**src/rtl/pser_pkg.sv**
```systemverilog
package pser_pkg;
    parameter int LANES    = 4;
    parameter int SLOTS    = 7;
    parameter int CLK_HIGH = 4;
    localparam int WORD_W  = LANES * SLOTS;
    localparam int SLOT_W  = $clog2(SLOTS);
    localparam int IDX_W   = $clog2(WORD_W);

    // Source bit of the parallel word for a given lane and slot.
    function automatic logic [IDX_W-1:0] src_bit(input int lane, input int slot);
        int b;
        b = 0;
        case (lane)
            0: case (slot) 0: b = 1;  1: b = 0;  2: b = 7;  3: b = 6;
                           4: b = 4;  5: b = 3;  default: b = 2;  endcase
            1: case (slot) 0: b = 9;  1: b = 8;  2: b = 18; 3: b = 15;
                           4: b = 14; 5: b = 13; default: b = 12; endcase
            2: case (slot) 0: b = 20; 1: b = 19; 2: b = 26; 3: b = 25;
                           4: b = 24; 5: b = 22; default: b = 21; endcase
            default: case (slot) 0: b = 5;  1: b = 27; 2: b = 23; 3: b = 17;
                                 4: b = 16; 5: b = 11; default: b = 10; endcase
        endcase
        return IDX_W'(b);
    endfunction

    typedef struct packed {
        logic [SLOT_W-1:0] slot;
        logic [WORD_W-1:0] word;
    } seq_state_t;

    typedef struct packed {
        logic [LANES-1:0] data;
        logic             clk;
        logic             oe;
    } lane_out_t;
endpackage

```
**src/rtl/pser_slot_seq.sv**
```systemverilog
module pser_slot_seq
    import pser_pkg::*;
(
    input  logic              clk,
    input  logic              rst_n,
    input  logic              pix_stb,
    input  logic [WORD_W-1:0] pix_word,
    output logic [SLOT_W-1:0] slot_o,
    output logic [WORD_W-1:0] word_o,
    output logic              wrap_o
);
    localparam logic [SLOT_W-1:0] LAST = SLOT_W'(SLOTS - 1);

    seq_state_t st_d, st_q;
    logic       wrap;

    always_comb begin
        wrap = pix_stb || (st_q.slot == LAST);
        st_d = st_q;
        if (wrap) begin
            st_d.slot = '0;
            st_d.word = pix_word;
        end else begin
            st_d.slot = st_q.slot + SLOT_W'(1);
        end
    end

    always_ff @(posedge clk or negedge rst_n) begin
        if (!rst_n) begin
            st_q.slot <= LAST;
            st_q.word <= '0;
        end else begin
            st_q <= st_d;
        end
    end

    assign slot_o = st_q.slot;
    assign word_o = st_q.word;
    assign wrap_o = wrap;

    p_wrap_r2: assert property (@(posedge clk) disable iff (!rst_n)
        (st_q.slot == LAST) |=> (st_q.slot == '0));
    p_step_r2: assert property (@(posedge clk) disable iff (!rst_n)
        (!pix_stb && st_q.slot != LAST) |=> (st_q.slot == $past(st_q.slot) + SLOT_W'(1)));
    p_capture_r1: assert property (@(posedge clk) disable iff (!rst_n)
        pix_stb |=> (st_q.slot == '0) && (st_q.word == $past(pix_word)));
    p_hold_r9: assert property (@(posedge clk) disable iff (!rst_n)
        (!pix_stb && st_q.slot != LAST) |=> $stable(st_q.word));
endmodule

```
**src/rtl/pser_lane_map.sv**
```systemverilog
module pser_lane_map
    import pser_pkg::*;
(
    input  logic [WORD_W-1:0] word_i,
    input  logic [SLOT_W-1:0] slot_i,
    output logic [LANES-1:0]  bits_o,
    output logic              clk_o
);
    for (genvar l = 0; l < LANES; l++) begin : g_lane
        logic [IDX_W-1:0] idx;
        assign idx       = src_bit(l, int'(slot_i));
        assign bits_o[l] = word_i[idx];
    end

    assign clk_o = (slot_i < SLOT_W'(CLK_HIGH));
endmodule

```
**src/rtl/pser_link_ctl.sv**
```systemverilog
module pser_link_ctl #(
    parameter int LOCK_PIX = 4
) (
    input  logic clk,
    input  logic rst_n,
    input  logic wrap_i,
    input  logic shutdown,
    output logic ready_o
);
    localparam int CNT_W = $clog2(LOCK_PIX + 1);
    localparam logic [CNT_W-1:0] LIMIT = CNT_W'(LOCK_PIX);

    typedef struct packed {
        logic [CNT_W-1:0] cnt;
        logic             ready;
    } link_state_t;

    link_state_t ls_d, ls_q;

    always_comb begin
        ls_d = ls_q;
        if (shutdown) begin
            ls_d.cnt   = '0;
            ls_d.ready = 1'b0;
        end else if (wrap_i && ls_q.cnt != LIMIT) begin
            ls_d.cnt   = ls_q.cnt + CNT_W'(1);
            ls_d.ready = (ls_q.cnt == LIMIT - CNT_W'(1));
        end
    end

    always_ff @(posedge clk or negedge rst_n) begin
        if (!rst_n) begin
            ls_q <= '0;
        end else begin
            ls_q <= ls_d;
        end
    end

    assign ready_o = ls_q.ready;

    p_cnt_bound_r6: assert property (@(posedge clk) disable iff (!rst_n)
        ls_q.cnt <= LIMIT);
    p_ready_hold_r6: assert property (@(posedge clk) disable iff (!rst_n)
        (ls_q.ready && !shutdown) |=> ls_q.ready);
    p_ready_clear_r5: assert property (@(posedge clk) disable iff (!rst_n)
        shutdown |=> (!ls_q.ready && ls_q.cnt == '0));
endmodule

```
**src/rtl/pix_serializer7.sv**
```systemverilog
module pix_serializer7
    import pser_pkg::*;
#(
    parameter int LOCK_PIX = 4
) (
    input  logic              clk_bit,
    input  logic              rst_n,
    input  logic              pix_stb,
    input  logic [WORD_W-1:0] pix_word,
    input  logic              shutdown,
    output logic [LANES-1:0]  lane_data,
    output logic              lane_clk,
    output logic              lane_oe,
    output logic              link_ready
);
    logic [SLOT_W-1:0] slot;
    logic [WORD_W-1:0] word;
    logic              wrap;
    logic [LANES-1:0]  map_bits;
    logic              map_clk;
    logic              ready;
    logic              en;
    lane_out_t         out_d, out_q;

    pser_slot_seq u_seq (
        .clk      (clk_bit),
        .rst_n    (rst_n),
        .pix_stb  (pix_stb),
        .pix_word (pix_word),
        .slot_o   (slot),
        .word_o   (word),
        .wrap_o   (wrap)
    );

    pser_lane_map u_map (
        .word_i (word),
        .slot_i (slot),
        .bits_o (map_bits),
        .clk_o  (map_clk)
    );

    pser_link_ctl #(.LOCK_PIX(LOCK_PIX)) u_link (
        .clk      (clk_bit),
        .rst_n    (rst_n),
        .wrap_i   (wrap),
        .shutdown (shutdown),
        .ready_o  (ready)
    );

    always_comb begin
        en        = ready && !shutdown;
        out_d.oe  = en;
        out_d.clk = en ? map_clk  : 1'b0;
        out_d.data = en ? map_bits : '0;
    end

    always_ff @(posedge clk_bit or negedge rst_n) begin
        if (!rst_n) begin
            out_q <= '0;
        end else begin
            out_q <= out_d;
        end
    end

    assign lane_data  = out_q.data;
    assign lane_clk   = out_q.clk;
    assign lane_oe    = out_q.oe;
    assign link_ready = ready;

    p_off_quiet_r5: assert property (@(posedge clk_bit) disable iff (!rst_n)
        shutdown |=> (!lane_oe && !link_ready && !lane_clk && lane_data == '0));
    p_quiet_r7: assert property (@(posedge clk_bit) disable iff (!rst_n)
        !lane_oe |-> (!lane_clk && lane_data == '0));
    p_oe_follow_r6: assert property (@(posedge clk_bit) disable iff (!rst_n)
        lane_oe |-> $past(link_ready));
    p_start_slot0_r6: assert property (@(posedge clk_bit) disable iff (!rst_n)
        $rose(lane_oe) |-> ($past(slot) == '0 && lane_clk));
    p_clk_edge_r4: assert property (@(posedge clk_bit) disable iff (!rst_n)
        (lane_oe && $rose(lane_clk)) |-> ($past(slot) == '0));
endmodule

```
**config.mk**
```make
export PLATFORM = sky130hd
export DESIGN_NAME = pix_serializer7
export DESIGN_NICKNAME = d
export VERILOG_FILES = /design/src/rtl/pser_pkg.sv /design/src/rtl/pser_slot_seq.sv /design/src/rtl/pser_lane_map.sv /design/src/rtl/pser_link_ctl.sv /design/src/rtl/pix_serializer7.sv
export SDC_FILE = /design/constraint.sdc
export NUM_CORES = 1
export LEC_CHECK = 0
export ABC_AREA = 1
export CELL_PAD_IN_SITES_DETAIL_PLACEMENT = 0
export CELL_PAD_IN_SITES_GLOBAL_PLACEMENT = 2
export CORE_MARGIN = 3
export CORE_UTILIZATION = 34
export DETAILED_ROUTE_END_ITERATION = 10
export PLACE_DENSITY_LB_ADDON = 0.1
export RECOVER_POWER = 50
export SETUP_SLACK_MARGIN = 0.5
export SLEW_MARGIN = 20
export SYNTH_ARGS = -nofsm -noshare
export SYNTH_HDL_FRONTEND = slang
export SYNTH_SLANG_ARGS = --single-unit
```
**constraint.sdc**
```tcl
create_clock -name clk_bit -period 5.9 [get_ports clk_bit]
set_clock_uncertainty 0.05 [all_clocks]
set_input_delay 1.77 -clock clk_bit [delete_from_list [all_inputs] [get_ports clk_bit]]
set_output_delay 1.77 -clock clk_bit [all_outputs]
set_load 0.05 [all_outputs]
```
Word level (Yosys, flattened, before mapping)
Index checks and enable logic that the tools add are counted.
{"block": "classes", "n_lt_le_gt_ge": 5, "eq_ne": 8, "mux": 17, "reduce_logical": 6, "add_sub_neg": 2}
{"cell": "5-bit one-hot mux with 6 select lines", "count": 2}
{"cell": "4-bit one-hot mux with 6 select lines", "count": 1}
{"cell": "1-bit binary-select mux with 5-bit select", "count": 4}
{"cell": "5-bit by 6-bit less-than comparator with 1-bit output, second input constant", "count": 3}
{"cell": "3-bit one-hot mux with 6 select lines", "count": 1}
{"cell": "4-bit two-way mux", "count": 3}
{"cell": "3-bit by 2-bit == test with 1-bit output, second input constant", "count": 3}
{"cell": "3-bit == test, second input constant", "count": 3}
{"cell": "3-bit by 1-bit adder with 3-bit output, second input constant", "count": 2}
{"cell": "3-bit by 6-bit less-than comparator with 1-bit output, second input constant", "count": 1}
{"cell": "1-bit two-way mux", "count": 5}
{"cell": "3-bit by 1-bit == test with 1-bit output, second input constant", "count": 1}
{"cell": "3-bit logical NOT", "count": 1}
{"cell": "3-bit less-than comparator, second input constant", "count": 1}
{"cell": "3-bit two-way mux", "count": 1}
{"cell": "3-bit inequality test, second input constant", "count": 1}
{"cell": "1-bit logical AND", "count": 2}
{"cell": "2-bit nonzero test", "count": 1}
{"cell": "1-bit logical NOT", "count": 1}
{"cell": "1-bit logical OR", "count": 1}
{"block": "totals", "out_inout_bits": 7, "elab_cells": 45, "reg_bits": 41}

Logic depth before layout (Yosys ltp)
Gate-level depths: netlist of the first run.
{"block": "depth", "depth_word": 5, "ltp_mapped": 14}

Hierarchy
From an unflattened synthesis of the first run, not the netlist that was laid out.
{"block": "unflattened", "hier_cells": 298, "area_unflattened_um2": 2288.4}
{"module": "pser_slot_seq", "seq_area_each_um2": 778.2, "n_inst": 1, "cells_per_inst": 138, "area_each_um2": 1280.0}
{"module": "pser_lane_map", "seq_area_each_um2": 0.0, "n_inst": 1, "cells_per_inst": 115, "area_each_um2": 578.1}
{"module": "pser_link_ctl", "seq_area_each_um2": 100.1, "n_inst": 1, "cells_per_inst": 26, "area_each_um2": 229.0}
{"module": "pix_serializer7", "seq_area_each_um2": 150.1, "n_inst": 1, "cells_per_inst": 19, "area_each_um2": 201.4}

Least setup slack after synthesis of the first run
No wires, ideal clock.
{"block": "synth_timing", "kind": "input to register", "start": "input pix_stb", "end": "register u_seq.word_o[0] (netlist name)", "required_time_ns": 5.725, "stages": 3, "slack_ns": 3.258, "path_buffers": 1, "arrival_time_ns": 2.467, "setup_ns": 0.125, "path_cell_list": "o21bai_2 -> buf_2 -> mux2_2"}
{"block": "synth_via", "elab_chain_cells": 1}
{"element": "start: declaration", "line_no": "pix_serializer7.sv:8", "text": "input logic pix_stb,"}
{"element": "1-bit logical OR", "line_no": "pser_slot_seq.sv:18", "text": "wrap = pix_stb || (st_q.slot == LAST);"}
No other way between the ends.
A chain may end at the register's enable or synchronous reset.

==> results of run 1 <==
==> cell usage in the layout (no fill, tap or decap), types with 2 or more instances in the layout <==
master | netlist | final
a21oi_1 | 11 | 11
clkbuf_1 | 4 | 2
clkbuf_8 | 0 | 6
clkdlybuf4s50_1 | 0 | 36
dfrtp_1 | 39 | 39
dfstp_2 | 2 | 2
ha_1 | 8 | 8
inv_1 | 41 | 41
inv_2 | 3 | 3
mux2_2 | 9 | 9
nand2_1 | 66 | 66
nand2_2 | 3 | 3
nand2_4 | 2 | 2
nand3_1 | 37 | 37
nor2_1 | 15 | 15
o211ai_1 | 15 | 15
o21ai_0 | 32 | 32
o21ai_1 | 5 | 5
o21ai_2 | 3 | 3
==> cell usage after synthesis, types with 4 or more instances <==
library cell | n | area share, %
nand3_1 | 37 | 7.6
inv_1 | 41 | 6.3
nor2_1 | 15 | 2.3
o21ai_0 | 32 | 6.5
mux2_2 | 9 | 4.1
clkbuf_1 | 4 | 0.61
ha_1 | 8 | 4.1
nand2_1 | 66 | 10
o21ai_1 | 5 | 1.0
a21oi_1 | 11 | 2.3
dfrtp_1 | 39 | 40
o211ai_1 | 15 | 4.6
==> state kept, by name, indices dropped and copies added, names as in the netlist <==
name,flops
lane_clk,1
lane_data,4
lane_oe,1
u_link.ls_q,3
u_link.ready_o,1
u_seq.slot_o,3
u_seq.word_o,28
==> how the worst min path moves through the flow <==
stage	startpoint	endpoint	slack, ns
floorplan	u_seq.slot_o[0]	u_seq.slot_o[0]	0.43
finish	u_seq.slot_o[0]	u_seq.slot_o[0]	0.49
CTS	u_seq.slot_o[0]	u_seq.slot_o[0]	0.49
global route	u_seq.slot_o[0]	u_seq.slot_o[0]	0.51
global placement	u_seq.slot_o[0]	u_seq.slot_o[0]	0.47
detailed placement	u_seq.slot_o[0]	u_seq.slot_o[0]	0.48
==> layer usage <==
layer | track usage (%) | wire length (microns) | up-vias
li1 | - | - | 1090
met1 | 20.52 | 2941 | 997
met2 | 26.62 | 2881 | 49
met3 | 4.167 | 248 | 14
met4 | 6.156 | 160 | 0
met5 | 0 | 0 | -
==> final cells by class <==
type | instances | area (sq um)
fill | 735 | 3874
multi-input combinational | 212 | 1177
sequential | 41 | 1028
timing repair buffer | 39 | 381.6
inverter | 45 | 171.4
tap | 96 | 120.1
clock buffer | 7 | 86.33
clock inverter | 1 | 30.03
==> report_power, final <==
part           switching, W  total (W)  internal [W]  leakage (nW)
clock             0.0000987   0.000237      0.000138        0.0585
combinational      0.000126   0.000207     0.0000803         0.820
sequential        0.0000187   0.000323      0.000304         0.507
total              0.000244   0.000766      0.000522          1.39
==> metrics by stage <==
step / power [W] / hold slack (ns) / worst slack, ns / area, sq um
2_1_floorplan: 0.0004660 / 0.4300 / 3.258 / 2446
3_3_place_gp: 0.0005380 / 0.4748 / 2.480 / 2880
3_5_place_dp: 0.0005367 / 0.4783 / 2.455 / 2880
4_1_cts: 0.0007760 / 0.4888 / 2.627 / 2997
5_1_grt: 0.0008201 / 0.5105 / 1.964 / 2995
6_report: 0.0007660 / 0.4892 / 2.486 / 2995
==> kinds of logic (layout without fill, tap and decap cells) <==
| group | Yosys count | in the layout |
|---|---|---|
| muxes | 9 | 9 |
| adders and majority gates | 8 | 8 |
| and+or+nand+nor | 125 | 125 |
| AOI/OAI and AO/OA | 70 | 70 |
| buffers and inverters | 56 | 92 |
| DFF | 41 | 41 |
==> metrics.txt, run 1 <==
status=complete, but fails checks; failing checks=max-capacitance violations, max-slew violations; RePlAce Congestion=0.8545; Crit path max-delay family=buffers and inverters; area growth from synthesis to layout=22.46%; CTS tree=built; Worst-Margin Slew=2.188 ns; Placed Cells=433; RSZ-0062 raised after global routing=false; PwrDens=255.7 nW/um^2; R2R setup slack=3.42 ns; routed len/inst=14.13 microns; max-slew violations=42; total grt overflow=0; max-capacitance violation count=1; setup violators final=0; core area=6869 sq um; Non-Filler Instances=441; Synth Area in Compound Gates=16.88%; syn nets=349; Yosys warning count=0; DRT Pass-1 Iters=4; fraction of layout instances using a drive strength above 1=9.855%; sequential fraction of the synthesis area=42.05%; min-delay worst type=flop to flop; hold_buf cts=0; CTS root buf=clkbuf_8; Seq cells post-synth=41; Worst EP required=5.81 ns; first-pass GRT wire length=10620 microns; Critical R2R Launch=u_seq.slot_o[1]; crit path capture type=async pin; routed vias=2150; worst path cell trace=clkbuf_1; xor/xnor share of the synthesized area=0%; clock slew at reported path FFs=0.08 ns; worst r2r dst=lane_data[3]; Post-synth EDFFs=0; Post-CTS Setup Inserts=0; top_reg_cell synth=dfrtp_1; die width=90.82 microns; final wirelength=6232 microns; mux cell area share after synthesis=4.143%; WS Path Type=primary input to async pin; largest family of logic cells by synthesized area=simple AND/OR/NAND/NOR gates; startpoint types=primary input; Initial Util=35.61%; DR DRC count=0; FFs w/ async S/R, synth=100.0%; Worst EP arrival=3.33 ns; FMAX=292.9 MHz; CTS Buf Count=5; Die Y=90.82 microns; Slew HR=-45.87%; Simple-Gate Fraction of Synth Area=22.71%; Buffers on Ports=38; largest net degree at the start of global routing=52; DRT iter0 DRCs=76; Gate Count Post-Synth=309; Critical-path top delay cell=clkbuf_1; n_diodes=0; H-Tree Depth=2; Peak VDD IR=94.16 uV; clk sinks=41; All-Layer GR Usage=16.24%; Via-to-Cell Ratio=4.875; Cell variety after synth=27; initial antenna violation count=0; Crit. path cell count=1; Skew-Pair Late Insertion Delay=0.29 ns; Synth Area in Adders=4.092%; Synth Cell Area=2446 sq um; Detail Route Antenna Nets=0; cts repair resizes=0; final core occ=43.61%; minimum clock period=3.414 ns; die footprint=8248 sq um; reg2reg path depth=12; clock buffer depth=2; num rows=30; worst setup path start=rst_n; worst path bufs/invs=1; Nets=384; setup TNS=0 ns; static leakage=1.386 nW; Hold Path Cell Cnt=1; final worst path period share=57.87%; Crit path largest cell delay=1.53 ns; number of top-level pins=39; dpl hpwl=4524 microns; final hold violation count=0; end of the critical path=u_seq.slot_o[0]; Critical Path Fanout Max=41; vias in the first global route=2158; Post-Syn Area per Cell=7.916 sq um
Note: power is estimated with default switching activity, not from simulation.
==> run 2, diff against run 1 <==
--- a/config.mk
+++ b/config.mk
@@ -9,7 +9,7 @@
 export CELL_PAD_IN_SITES_DETAIL_PLACEMENT = 0
 export CELL_PAD_IN_SITES_GLOBAL_PLACEMENT = 2
 export CORE_MARGIN = 3
-export CORE_UTILIZATION = 34
+export CORE_UTILIZATION = 28
 export DETAILED_ROUTE_END_ITERATION = 10
 export PLACE_DENSITY_LB_ADDON = 0.1
 export RECOVER_POWER = 50
==> constraint.sdc (replaced) <==
create_clock -name clk_bit -period 2.8 [get_ports clk_bit]
set_clock_uncertainty 0.05 [all_clocks]
set_input_delay 0.84 -clock clk_bit [delete_from_list [all_inputs] [get_ports clk_bit]]
set_output_delay 0.84 -clock clk_bit [all_outputs]
set_load 0.05 [all_outputs]
==> run 2 against run 1 <==
The run now ends clean. Sequential power is 110% higher. Routed wire length rose by 7.5%. Die area rose by 20%. Final area is 3.0% higher. Register-to-register slack worse by 2.8 ns. Cell count is 3.9% higher. Hold slack worse by 0.0045 ns. Non-clock buffer count rose by 7. Critical path depth grew 4. Combinational power increased by 130%. Power up 120%.
==> metrics.txt, run 2 (synthesis gave the netlist of run 1 again) <==
status=complete, no violations (was complete, but fails checks); num rows=33 (was 30); n_diodes=0 (unchanged); CTS root buf=clkbuf_8 (unchanged); RePlAce Congestion=0.8014 (was 0.8545); initial antenna violation count=1 (was 0); DRT Pass-1 Iters=4 (unchanged); WS Path Type=flop to flop (was primary input to async pin); area growth from synthesis to layout=26.09% (was 22.46%); startpoint types=flop (was primary input); die footprint=9893 sq um (was 8248 sq um); hold path start=u_seq.slot_o[0] (unchanged); final hold violation count=0 (unchanged); Initial Util=29.33% (was 35.61%); fill cell count=891 (was 735); max reg flops=28 (unchanged); Detail Route Antenna Nets=0 (unchanged); final wirelength=6701 microns (was 6232 microns); combinational share of power=28.3% (was 27.0%); crit path capture type=flop (was async pin); Hold WS=0.4847 ns (was 0.4892 ns); Skew-Pair Late Insertion Delay=0.29 ns (about the same); first-pass GRT wire length=10690 microns (was 10620 microns); Cell Area, Placed=2937 sq um (was 2880 sq um); Worst EP arrival=2.32 ns (was 3.33 ns); clk sinks=41 (unchanged); Worst-Margin Slew=1.123 ns (was 2.188 ns); All-Layer GR Usage=13.69% (was 16.24%); minimum clock period=2.155 ns; H-Tree Depth=2 (unchanged); setup violators final=0 (unchanged); routed len/inst=14.63 microns (was 14.13 microns); Slew HR=25.00% (was -45.87%); DRT iter0 DRCs=86 (was 76); clock slew at reported path FFs=0.08 ns (about the same); cell area after layout=3084 sq um (was 2995 sq um); min-delay worst type=flop to flop (unchanged); Critical Path Fanout Max=14 (was 41); Worst EP required=2.96 ns (was 5.81 ns); max-capacitance violation count=0 (was 1); PwrDens=534.5 nW/um^2 (was 255.7 nW/um^2); Nets=392 (was 384); total grt overflow=0 (unchanged); Clk network pwr share=30.5% (was 30.9%); sequential power share=41.2% (was 42.1%); commonest non-fill, non-tap cells in the layout=nand2_1, inv_1, dfrtp_1 (unchanged); die width=99.47 microns (was 90.82 microns); setup TNS=0 ns (unchanged); Critical R2R Launch=u_seq.slot_o[1] (unchanged); max-slew violations=0 (was 42); most common cell after layout, fill and taps aside=nand2_1 (unchanged); final core occ=36.98% (was 43.61%); core area=8341 sq um (was 6869 sq um); final worst path period share=76.96%; clock buffer depth=2 (unchanged); Via-to-Cell Ratio=4.675 (was 4.875); Non-Filler Instances=458 (was 441); fraction of layout instances using a drive strength above 1=12.46% (was 9.855%); switching pwr=0.0005299 W (was 0.0002437 W); worst setup path start=u_seq.slot_o[1] (was rst_n); CTS Buf Count=5 (unchanged); Internal=0.001119 W (was 0.0005223 W); Placed Cells=448 (was 433); dpl hpwl=4850 microns (was 4524 microns); number of top-level pins=39 (unchanged); routed vias=2141 (was 2150); largest net degree at the start of global routing=42 (was 52); FMAX=464.1 MHz; RSZ-0062 raised after global routing=true (was false); vias in the first global route=2076 (was 2158); CTS tree=built (unchanged); hold_buf cts=0 (unchanged); DR DRC count=0 (unchanged); static leakage=1.464 nW (was 1.386 nW); switching share of power=32.15% (was 31.81%); Buffers on Ports=38 (unchanged); Peak VDD IR=162.3 uV (was 94.16 uV); Die Y=99.47 microns (was 90.82 microns)
run 2: path summary, 6_finish.rpt:
| check | to | slack [ns] | cells past startpoint |
|---|---|---|---|
| max reg2reg | u_seq.word_o[3] | 0.65 | 5 |
| max | u_seq.word_o[3] | 0.65 | 5 |
| min in group asynchronous | u_seq.word_o[26] | 0.75 | 2 |
| max in group asynchronous | u_seq.word_o[13] | 1.32 | 2 |
| min reg2reg | u_seq.slot_o[0] | 0.48 | 1 |
| min | u_seq.slot_o[0] | 0.48 | 1 |
run 2: repair_timing:
| action | 4_1_cts | 5_1_grt |
|---|---|---|
| setup endpoints to repair | 7 | 8 |
| endpoints found under the hold margin | 0 | 0 |
| setup buffers | 0 | 1 |
| pin swaps | 0 | 1 |
| gates resized for setup | 7 | 6 |
| gates cloned | 0 | 1 |
run 2: routing by layer:
metal	global-route usage, %	part of all wire (%)	vias to the layer above
met1	20.58	52	984
met3	2.174	3.9	9
met4	3.466	1.3	2
met5	0	0.19	-
li1	-	-	1105
met2	20.40	43	41
run 2: stage by stage:
stage                     setup slack (ns)  total power, W
final                               0.6451        0.001648
after global routing                0.4314        0.001769
after CTS                           0.5146        0.001661
after detailed placement            0.4326        0.001146
after global placement              0.4465        0.001151
after floorplan                     0.9133       0.0009818
run 2: cell type report:
| type | count | area (sq um) | area share (%) |
|---|---|---|---|
| well taps | 105 | 131.4 | 4.260 |
| inverters | 45 | 171.4 | 5.558 |
| clock inverters | 1 | 30.03 | 0.9736 |
| repair buffers | 46 | 424.2 | 13.75 |
| clock buffers | 7 | 86.33 | 2.799 |
| flip-flops and latches | 41 | 1028 | 33.35 |
| multi-input cells | 213 | 1212 | 39.31 |
run 2: power groups by stage:
stage               Sequential [W]  Clock (W)  Combinational (W)
finish                    0.000679   0.000503           0.000466
global route              0.000686   0.000549           0.000533
global placement          0.000693          0           0.000458
CTS                       0.000681   0.000525           0.000455
floorplan                 0.000678          0           0.000304
detailed placement        0.000693          0           0.000453
run 2: critical path, stage by stage (launching register included):
cell and delay (ns):
dfstp_2 0.59, ha_1 0.18, inv_1 0.12, o21bai_1 0.89, nand2_1 0.12, o21ai_0 0.12
